<file path="config.mk">
export PLATFORM = sky130hd
export DESIGN_NAME = pm_ship_ctrl
export DESIGN_NICKNAME = d
export VERILOG_FILES = /design/src/rtl/pm_ship_pkg.sv /design/src/rtl/pm_deglitch.sv /design/src/rtl/pm_mode_fsm.sv /design/src/rtl/pm_out_reg.sv /design/src/rtl/pm_ship_ctrl.sv
export SDC_FILE = /design/constraint.sdc
export NUM_CORES = 1
export LEC_CHECK = 0
export ABC_AREA = 1
export ABC_CLOCK_PERIOD_IN_PS = 3300
export BUFFER_PORTS_ARGS = -buffer_cell sky130_fd_sc_hd__buf_2
export CAP_MARGIN = 20
export CORE_AREA = 4 4 71 73
export DETAILED_ROUTE_END_ITERATION = 8
export DIE_AREA = 0 0 75 77
export PLACE_DENSITY = 0.68
export SYNTH_ARGS = -nofsm -noshare
export SYNTH_HDL_FRONTEND = slang
export SYNTH_SLANG_ARGS = --single-unit
export TNS_END_PERCENT = 20
</file>
<file path="constraint.sdc">
create_clock -name clk -period 3.3 [get_ports clk]
set_input_delay 0.495 -clock clk [delete_from_list [all_inputs] [get_ports clk]]
set_output_delay 0.495 -clock clk [all_outputs]
set_load 0.005 [all_outputs]
</file>
<file path="src/rtl/pm_ship_pkg.sv">
package pm_ship_pkg;
  typedef enum logic [1:0] {
    PM_SHIP  = 2'd0,
    PM_ODC   = 2'd1,
    PM_FAULT = 2'd2,
    PM_RUN   = 2'd3
  } pm_state_t;

  typedef enum logic [1:0] {
    SRC_NONE = 2'd0,
    SRC_VIN  = 2'd1,
    SRC_BAT  = 2'd2
  } pm_src_t;
endpackage

</file>
<file path="src/rtl/pm_deglitch.sv">
module pm_deglitch #(
  parameter int unsigned LIMIT = 4
) (
  input  logic clk,
  input  logic rst,
  input  logic tick,
  input  logic cond,
  output logic done
);
  localparam int unsigned W = $clog2(LIMIT + 1);
  localparam logic [W-1:0] LIM_W = W'(LIMIT);

  logic [W-1:0] cnt_q;

  // counts ticks while cond holds, saturates at LIMIT, clears when cond drops
  always_ff @(posedge clk) begin
    if (rst || !cond) begin
      cnt_q <= '0;
    end else if (tick && (cnt_q != LIM_W)) begin
      cnt_q <= cnt_q + 1'b1;
    end
  end

  assign done = (cnt_q == LIM_W);
endmodule

</file>
<file path="src/rtl/pm_mode_fsm.sv">
module pm_mode_fsm
  import pm_ship_pkg::*;
(
  input  logic      clk,
  input  logic      rst,
  input  logic      vin_ok,
  input  logic      bat_rel,
  input  logic      sd_i,
  input  logic      wake_i,
  input  logic      short_i,
  input  logic      in_done,
  input  logic      wake_done,
  input  logic      odc_done,
  input  logic      oc_done,
  output pm_state_t st_q,
  output pm_state_t st_d
);
  logic need_rel_q, need_rel_d;
  logic hold_q, hold_d;

  always_comb begin
    st_d       = st_q;
    need_rel_d = need_rel_q;
    hold_d     = hold_q & wake_i;
    if (st_q != PM_RUN) begin
      need_rel_d = 1'b1;
      hold_d     = 1'b0;
      if (in_done && vin_ok) begin
        st_d       = PM_RUN;
        need_rel_d = ~bat_rel;
      end else if (wake_done && wake_i && !vin_ok && bat_rel && !short_i) begin
        st_d       = PM_RUN;
        need_rel_d = 1'b0;
        hold_d     = 1'b1;
      end
    end else begin
      need_rel_d = need_rel_q & ~bat_rel;
      if (!vin_ok) begin
        if (short_i || oc_done) begin
          st_d = PM_FAULT;
        end else if (sd_i && !(hold_q && wake_i)) begin
          st_d = PM_SHIP;
        end else if (odc_done || (need_rel_q && !bat_rel)) begin
          st_d = PM_ODC;
        end
      end
    end
  end

  always_ff @(posedge clk) begin
    if (rst) begin
      st_q       <= PM_SHIP;
      need_rel_q <= 1'b1;
      hold_q     <= 1'b0;
    end else begin
      st_q       <= st_d;
      need_rel_q <= need_rel_d;
      hold_q     <= hold_d;
    end
  end
endmodule

</file>
<file path="src/rtl/pm_out_reg.sv">
module pm_out_reg
  import pm_ship_pkg::*;
(
  input  logic      clk,
  input  logic      rst,
  input  pm_state_t st_d,
  input  logic      vin_ok,
  input  logic      meas_req,
  input  logic      dis_oc,
  input  logic      sys_short,
  input  logic      bat_cut,
  output logic [1:0] sys_src,
  output logic      ldo_en,
  output logic      meas_en
);
  logic run_next;
  assign run_next = (st_d == PM_RUN);

  always_ff @(posedge clk) begin
    if (rst) begin
      sys_src <= SRC_NONE;
      ldo_en  <= 1'b0;
      meas_en <= 1'b0;
    end else begin
      ldo_en  <= run_next;
      sys_src <= !run_next ? SRC_NONE : (vin_ok ? SRC_VIN : SRC_BAT);
      meas_en <= run_next && meas_req && !dis_oc && !sys_short && bat_cut;
    end
  end
endmodule

</file>
<file path="src/rtl/pm_ship_ctrl.sv">
module pm_ship_ctrl
  import pm_ship_pkg::*;
#(
  parameter int unsigned TICKS_VIN_HOLD = 250,
  parameter int unsigned TICKS_WAKE     = 1200,
  parameter int unsigned TICKS_ODC      = 20,
  parameter int unsigned TICKS_OC       = 10
) (
  input  logic       clk,
  input  logic       rst,
  input  logic       ms_tick,
  input  logic       vin_uvlo,
  input  logic       vin_ovp,
  input  logic       bat_above_cut,
  input  logic       bat_above_rel,
  input  logic       dis_oc,
  input  logic       sys_short,
  input  logic       sd,
  input  logic       wake,
  input  logic       meas_req,
  output logic [1:0] sys_src,
  output logic       ldo_en,
  output logic       meas_en
);
  pm_state_t st_q, st_d;
  logic vin_ok, off;
  logic in_done, wake_done, odc_done, oc_done;

  assign vin_ok = !vin_uvlo && !vin_ovp;
  assign off    = (st_q != PM_RUN);

  pm_deglitch #(.LIMIT(TICKS_VIN_HOLD)) u_dg_vin (
    .clk(clk), .rst(rst), .tick(ms_tick),
    .cond(off && vin_ok), .done(in_done));

  pm_deglitch #(.LIMIT(TICKS_WAKE)) u_dg_wake (
    .clk(clk), .rst(rst), .tick(ms_tick),
    .cond(off && wake && !vin_ok), .done(wake_done));

  pm_deglitch #(.LIMIT(TICKS_ODC)) u_dg_odc (
    .clk(clk), .rst(rst), .tick(ms_tick),
    .cond(!off && !vin_ok && !bat_above_cut), .done(odc_done));

  pm_deglitch #(.LIMIT(TICKS_OC)) u_dg_oc (
    .clk(clk), .rst(rst), .tick(ms_tick),
    .cond(!off && !vin_ok && dis_oc), .done(oc_done));

  pm_mode_fsm u_fsm (
    .clk(clk), .rst(rst), .vin_ok(vin_ok), .bat_rel(bat_above_rel),
    .sd_i(sd), .wake_i(wake), .short_i(sys_short),
    .in_done(in_done), .wake_done(wake_done),
    .odc_done(odc_done), .oc_done(oc_done),
    .st_q(st_q), .st_d(st_d));

  pm_out_reg u_out (
    .clk(clk), .rst(rst), .st_d(st_d), .vin_ok(vin_ok),
    .meas_req(meas_req), .dis_oc(dis_oc), .sys_short(sys_short),
    .bat_cut(bat_above_cut),
    .sys_src(sys_src), .ldo_en(ldo_en), .meas_en(meas_en));
endmodule

</file>
After elaboration in Yosys (flattened, before gate mapping) --
Index checks and enable logic that the tools add are counted.
Storage, ports and cells: output and inout bits 4, RAM bits 0, bits in registers 36, bits in latches 0, word-level logic and storage cells 85, memories kept 0, input bits 12, bits in read-only memories 0
Operators by class: bitwise logic cells 4, multipliers 0, shifts and indexed selects 0, order comparisons 0, equality and inequality tests 10, multiplexer cells 14, reductions and logical operators 43, div/mod/pow operators 0, $add $sub $neg 4
Operators with widths (count):
- 1-bit logical AND | 23
- 2-bit two-way mux | 8
- 1-bit zero test | 13
- 11-bit by 1-bit adder with 11-bit output, second input constant | 1
- 11-bit equality test, second input constant | 1
- 11-bit != test, second input constant | 1
- 8-bit by 1-bit adder with 8-bit output, second input constant | 1
- 8-bit equality test, second input constant | 1
- 8-bit != test, second input constant | 1
- 1-bit logical OR | 6
- 1-bit two-way mux | 6
- 5-bit by 1-bit adder with 5-bit output, second input constant | 1
- 5-bit equality test, second input constant | 1
- 5-bit != test, second input constant | 1
- 4-bit by 1-bit adder with 4-bit output, second input constant | 1
- 4-bit equality test, second input constant | 1
- 4-bit != test, second input constant | 1
- 1-bit AND | 2
- 2-bit equality test, second input constant | 1
- 2-bit != test, second input constant | 1
- 1-bit NOT | 2
- 2-bit OR reduction | 1

Logic depth before layout (Yosys ltp) --
depth in word-level cells 14, gate-level depth with buffers 11, mapped depth without buffers 11

Modules after synthesis --
Synthesis repeated with hierarchy kept, for this count alone.
Unflattened totals: cell total of the unflattened synthesis 333, area, all modules 2160.8 um2
Modules (own cells, without submodules):
- pm_deglitch (u_dg_wake) | area an instance 713.2 um2, times used 1, seq. area each 220.2 um2, cells each 113
- pm_deglitch (u_dg_vin) | area an instance 511.7 um2, times used 1, seq. area each 160.2 um2, cells each 80
- pm_deglitch (u_dg_odc) | area an instance 299.0 um2, times used 1, seq. area each 100.1 um2, cells each 47
- pm_mode_fsm | area an instance 236.5 um2, times used 1, seq. area each 80.1 um2, cells each 38
- pm_deglitch (u_dg_oc) | area an instance 224.0 um2, times used 1, seq. area each 80.1 um2, cells each 31
- pm_out_reg | area an instance 130.1 um2, times used 1, seq. area each 80.1 um2, cells each 15
- pm_ship_ctrl | area an instance 46.3 um2, times used 1, seq. area each 0.0 um2, cells each 9

Worst setup path after synthesis --
OpenSTA, ideal clock, no wires.
path type reg-to-reg, from reg u_dg_odc.cnt_q[0], to reg u_dg_odc.cnt_q[2], arrival 1.261 ns, path buffers 0, cell stages (with the launch flop) 9, setup slack 1.923 ns, setup time 0.116 ns, cells stage by stage dfxtp_1 -> inv_1 -> ha_1 -> nand2_1 -> inv_1 -> nand2_1 -> nand2_1 -> nor3_1 -> and3b_1
Between the ends: word-level cells in the longest chain between the ends 2, elaborated cells between the ends (all ways) 3, those cells by class 1 x add/sub; 1 x eq/ne; 1 x reduce/logical
Ends and longest elaborated chain:
- start: declaration | RTL line pm_deglitch.sv:13 | logic [W-1:0] cnt_q;
- start signal: assignment | RTL line pm_deglitch.sv:20 | cnt_q <= cnt_q + 1'b1;
- branches (longest 2 deep; another with 5-bit by 1-bit adder with 5-bit output)
Parallel ways; which one is timed is not known. A chain may end at the register's enable or synchronous reset.

Final worst setup path --
from reg u_dg_wake.cnt_q[0], to reg u_dg_wake.cnt_q[9]
Between the ends: word-level cells in the longest chain between the ends 2, elaborated cells between the ends (all ways) 3, those cells by class 1 x add/sub; 1 x eq/ne; 1 x reduce/logical
Ends and longest elaborated chain (RTL line):
- start: declaration | pm_deglitch.sv:13
- start signal: assignment | pm_deglitch.sv:20
- branches (longest 2 deep; another with 11-bit by 1-bit adder with 11-bit output)
Parallel ways; which one is timed is not known.

==> run metrics <==
Tcrit/Tclk final=49.6%; vias in the first global route=1557; antenna violations before repair=0; WP depth=11; Max-Cap Viols=0; routability cong.=0.800; Antenna diodes=0; synth top area cells=dfxtp_1, nand2_1, a21oi_1; PortBufs=15; leakage dissipation=0.873 nW; largest net degree at the start of global routing=14; Power Dens Cells=373 nW/um^2; Max transition margin=67.4%; area occupied by multi-input gates=1050 sq um; CP dominant cell by count=nand2_1; largest fanout on the critical path=13; initial DRC count=50; Peak VDD IR=0.257 mV; top-area cell type share of the netlist area=37.3%; FF+latch count, synth=36; number of enable flip-flop cells after synthesis=0; area leader, netlist=dfxtp_1; clk_skew=0.00777 ns; Rows=24; cts hold-fix bufs=0; CP Data Required Time=3.51 ns; Hold Path Class=register to register; First-pass DRT Iterations=4; Resize count post-CTS=0; endpoints failing setup=0; Syn. warnings=0; R2R setup slack=1.66 ns; top cells by count, synth=nand2_1, dfxtp_1, inv_1; Starting Density=44.4%; crit path launch=u_dg_wake.cnt_q[0]; I/O Pins=16; post-synthesis cell count=270; final setup margin=1.66 ns; critical path capture point type=register; post-synth cell types=30; Crit path largest cell delay=0.42 ns; register area share after synthesis=37.3%; share of layout cells above drive strength 1=14.4%; Top FF cell, synth=dfxtp_1; clock latency on the worst-skew pair=0.29 ns; ys async rst share=0%; maximum clock rate=611 MHz; via/cell ratio=4.92; Critical Path Source Type=register; TritonCTS clock tree=yes; Worst Tran Pin Value=0.488 ns; worst reg2reg path depth=11; htree depth=2; Reg clk slew, reported paths=0.07 ns; clk buf depth=2; Hold Fails Final Rpt=0; post-placement cell area=2060 sq um; Overall Global Routing Usage=14.4%; CTS sink cnt=36; most common cell in the netlist=nand2_1; Root Buffer=clkbuf_8; Die H=77 um; dpl ws=1.60 ns; Setup crit end=u_dg_wake.cnt_q[9]; pins over their slew limit=0; Post-Syn Area=1930 sq um; detailed-route via count=1686; reg2reg start=u_dg_wake.cnt_q[0]; Crit Reg-Reg Endpoint=u_dg_wake.cnt_q[9]; antenna-violating nets left=0; Core Area=4350 sq um; worst path arrival time=1.85 ns; CP max stage cell=dfxtp_1; post-CTS setup buffer count=0; first-pass GRT wire length=6590 um; WL per Instance=11.0 um; net count after synthesis=290; TNS Setup=0 ns; shortest period the worst path allows=1.64 ns; fillers=424; Num CTS Buffers=5; P&R area growth vs syn=11.2%; CP Class=register to register; Critical Path, Cell by Cell=inv_1 > ha_1 > nand2_1 > inv_1 > nand2_1 > nor2_2 > nand2_1 > nand2_2 > inv_2 > nand2_1 > a21oi_1; CP bufs+invs=3; DP Wirelength=2850 um; gr ovfl total=0; RSZ-0062 raised after global routing=false; Avg Inst Size Synth=7.16 sq um; Seq. cell area=721 sq um; DIE AREA=5780 sq um; Finished Cell Area=2150 sq um; CP delay by family, top=simple AND/OR/NAND/NOR gates; post-layout net count=310; Chip Width=75 um; outcome=finished clean; Residual DRC=0; drt total wl=3770 um
power by group:
part | internal, mW | total [mW] | switching [mW] | leakage (nW)
Combinational | 0.0128 | 0.0406 | 0.0278 | 0.531
Sequential | 0.436 | 0.437 | 0.00171 | 0.290
Clock | 0.167 | 0.325 | 0.159 | 0.0510
worst reg2reg max path, stage by stage (launching register included):
cell     delay, ns
dfxtp_1       0.42
inv_1         0.10
ha_1          0.20
nand2_1       0.06
inv_1         0.04
nand2_1       0.06
nor2_2        0.05
nand2_1       0.06
nand2_2       0.16
inv_2         0.20
nand2_1       0.07
a21oi_1       0.13
metrics by stage:
stage | hold WS [ns] | cells | total power, mW | utilization, %
global route | 0.473 | 343 | 0.830 | 49.4
CTS | 0.468 | 343 | 0.812 | 49.4
detailed placement | 0.455 | 335 | 0.488 | 47.3
finish | 0.469 | 343 | 0.803 | 49.4
floorplan | 0.434 | 270 | 0.473 | -
global placement | 0.451 | 335 | 0.488 | 47.3
flip-flops by register name, summed over array words and instances (netlist names):
| name | flops |
|---|---|
| u_out.meas_en | 1 |
| u_dg_odc.cnt_q | 5 |
| u_dg_vin.cnt_q | 8 |
| u_dg_wake.cnt_q | 11 |
| u_out.sys_src | 2 |
| u_fsm.st_q | 2 |
| u_fsm.need_rel_q | 1 |
| u_fsm.hold_q | 1 |
| u_dg_oc.cnt_q | 4 |
| u_out.ldo_en | 1 |
cell type report:
type	instances	share of cell area, %
clock buffer	6	3.84
multi-input combinational	193	48.9
tap	52	3.03
clock inverter	2	0.465
inverter	39	6.81
timing repair buffer	15	3.49
sequential	36	33.5
cell usage in the layout, fill, tap and decap left out, types with 7 or more instances in the layout:
cell type   n
a21oi_1    27
nor2_1     24
nand2_1    66
inv_1      36
ha_1        8
dfxtp_1    36
buf_2      15
nor3_1      7
nand3_1    12
o21ai_0    11
nand4_1     7
worst min-delay path by stage:
stage / startpoint / depth (start not counted) / slack, ns / end
5_1_grt: meas_req / 3 / 0.47 / u_out.meas_en
6_report: u_dg_oc.cnt_q[3] / 2 / 0.47 / u_dg_oc.cnt_q[3]
4_1_cts: u_dg_odc.cnt_q[4] / 2 / 0.47 / u_dg_odc.cnt_q[4]
3_5_place_dp: u_dg_odc.cnt_q[4] / 2 / 0.46 / u_dg_odc.cnt_q[4]
2_1_floorplan: u_dg_odc.cnt_q[4] / 2 / 0.43 / u_dg_odc.cnt_q[4]
3_3_place_gp: u_dg_oc.cnt_q[3] / 2 / 0.45 / u_dg_oc.cnt_q[3]
cell families after synthesis:
logic type	Yosys count	synth area share [%]
xor gates and xnor gates	9	4.08
buffers and inverters	41	8.41
adders and majority gates	8	5.17
AOI/OAI and AO/OA	45	13.3
DFF	36	37.3
and+or+nand+nor	131	31.8
per-layer routing:
metal / share of wire, % / GRT usage, %
met1: 48 / 18.5
met5: 0 / 0
met2: 47 / 22.7
met3: 4.1 / 3.79
met4: 1.4 / 4.98
Power figures use the tool's default switching activity.
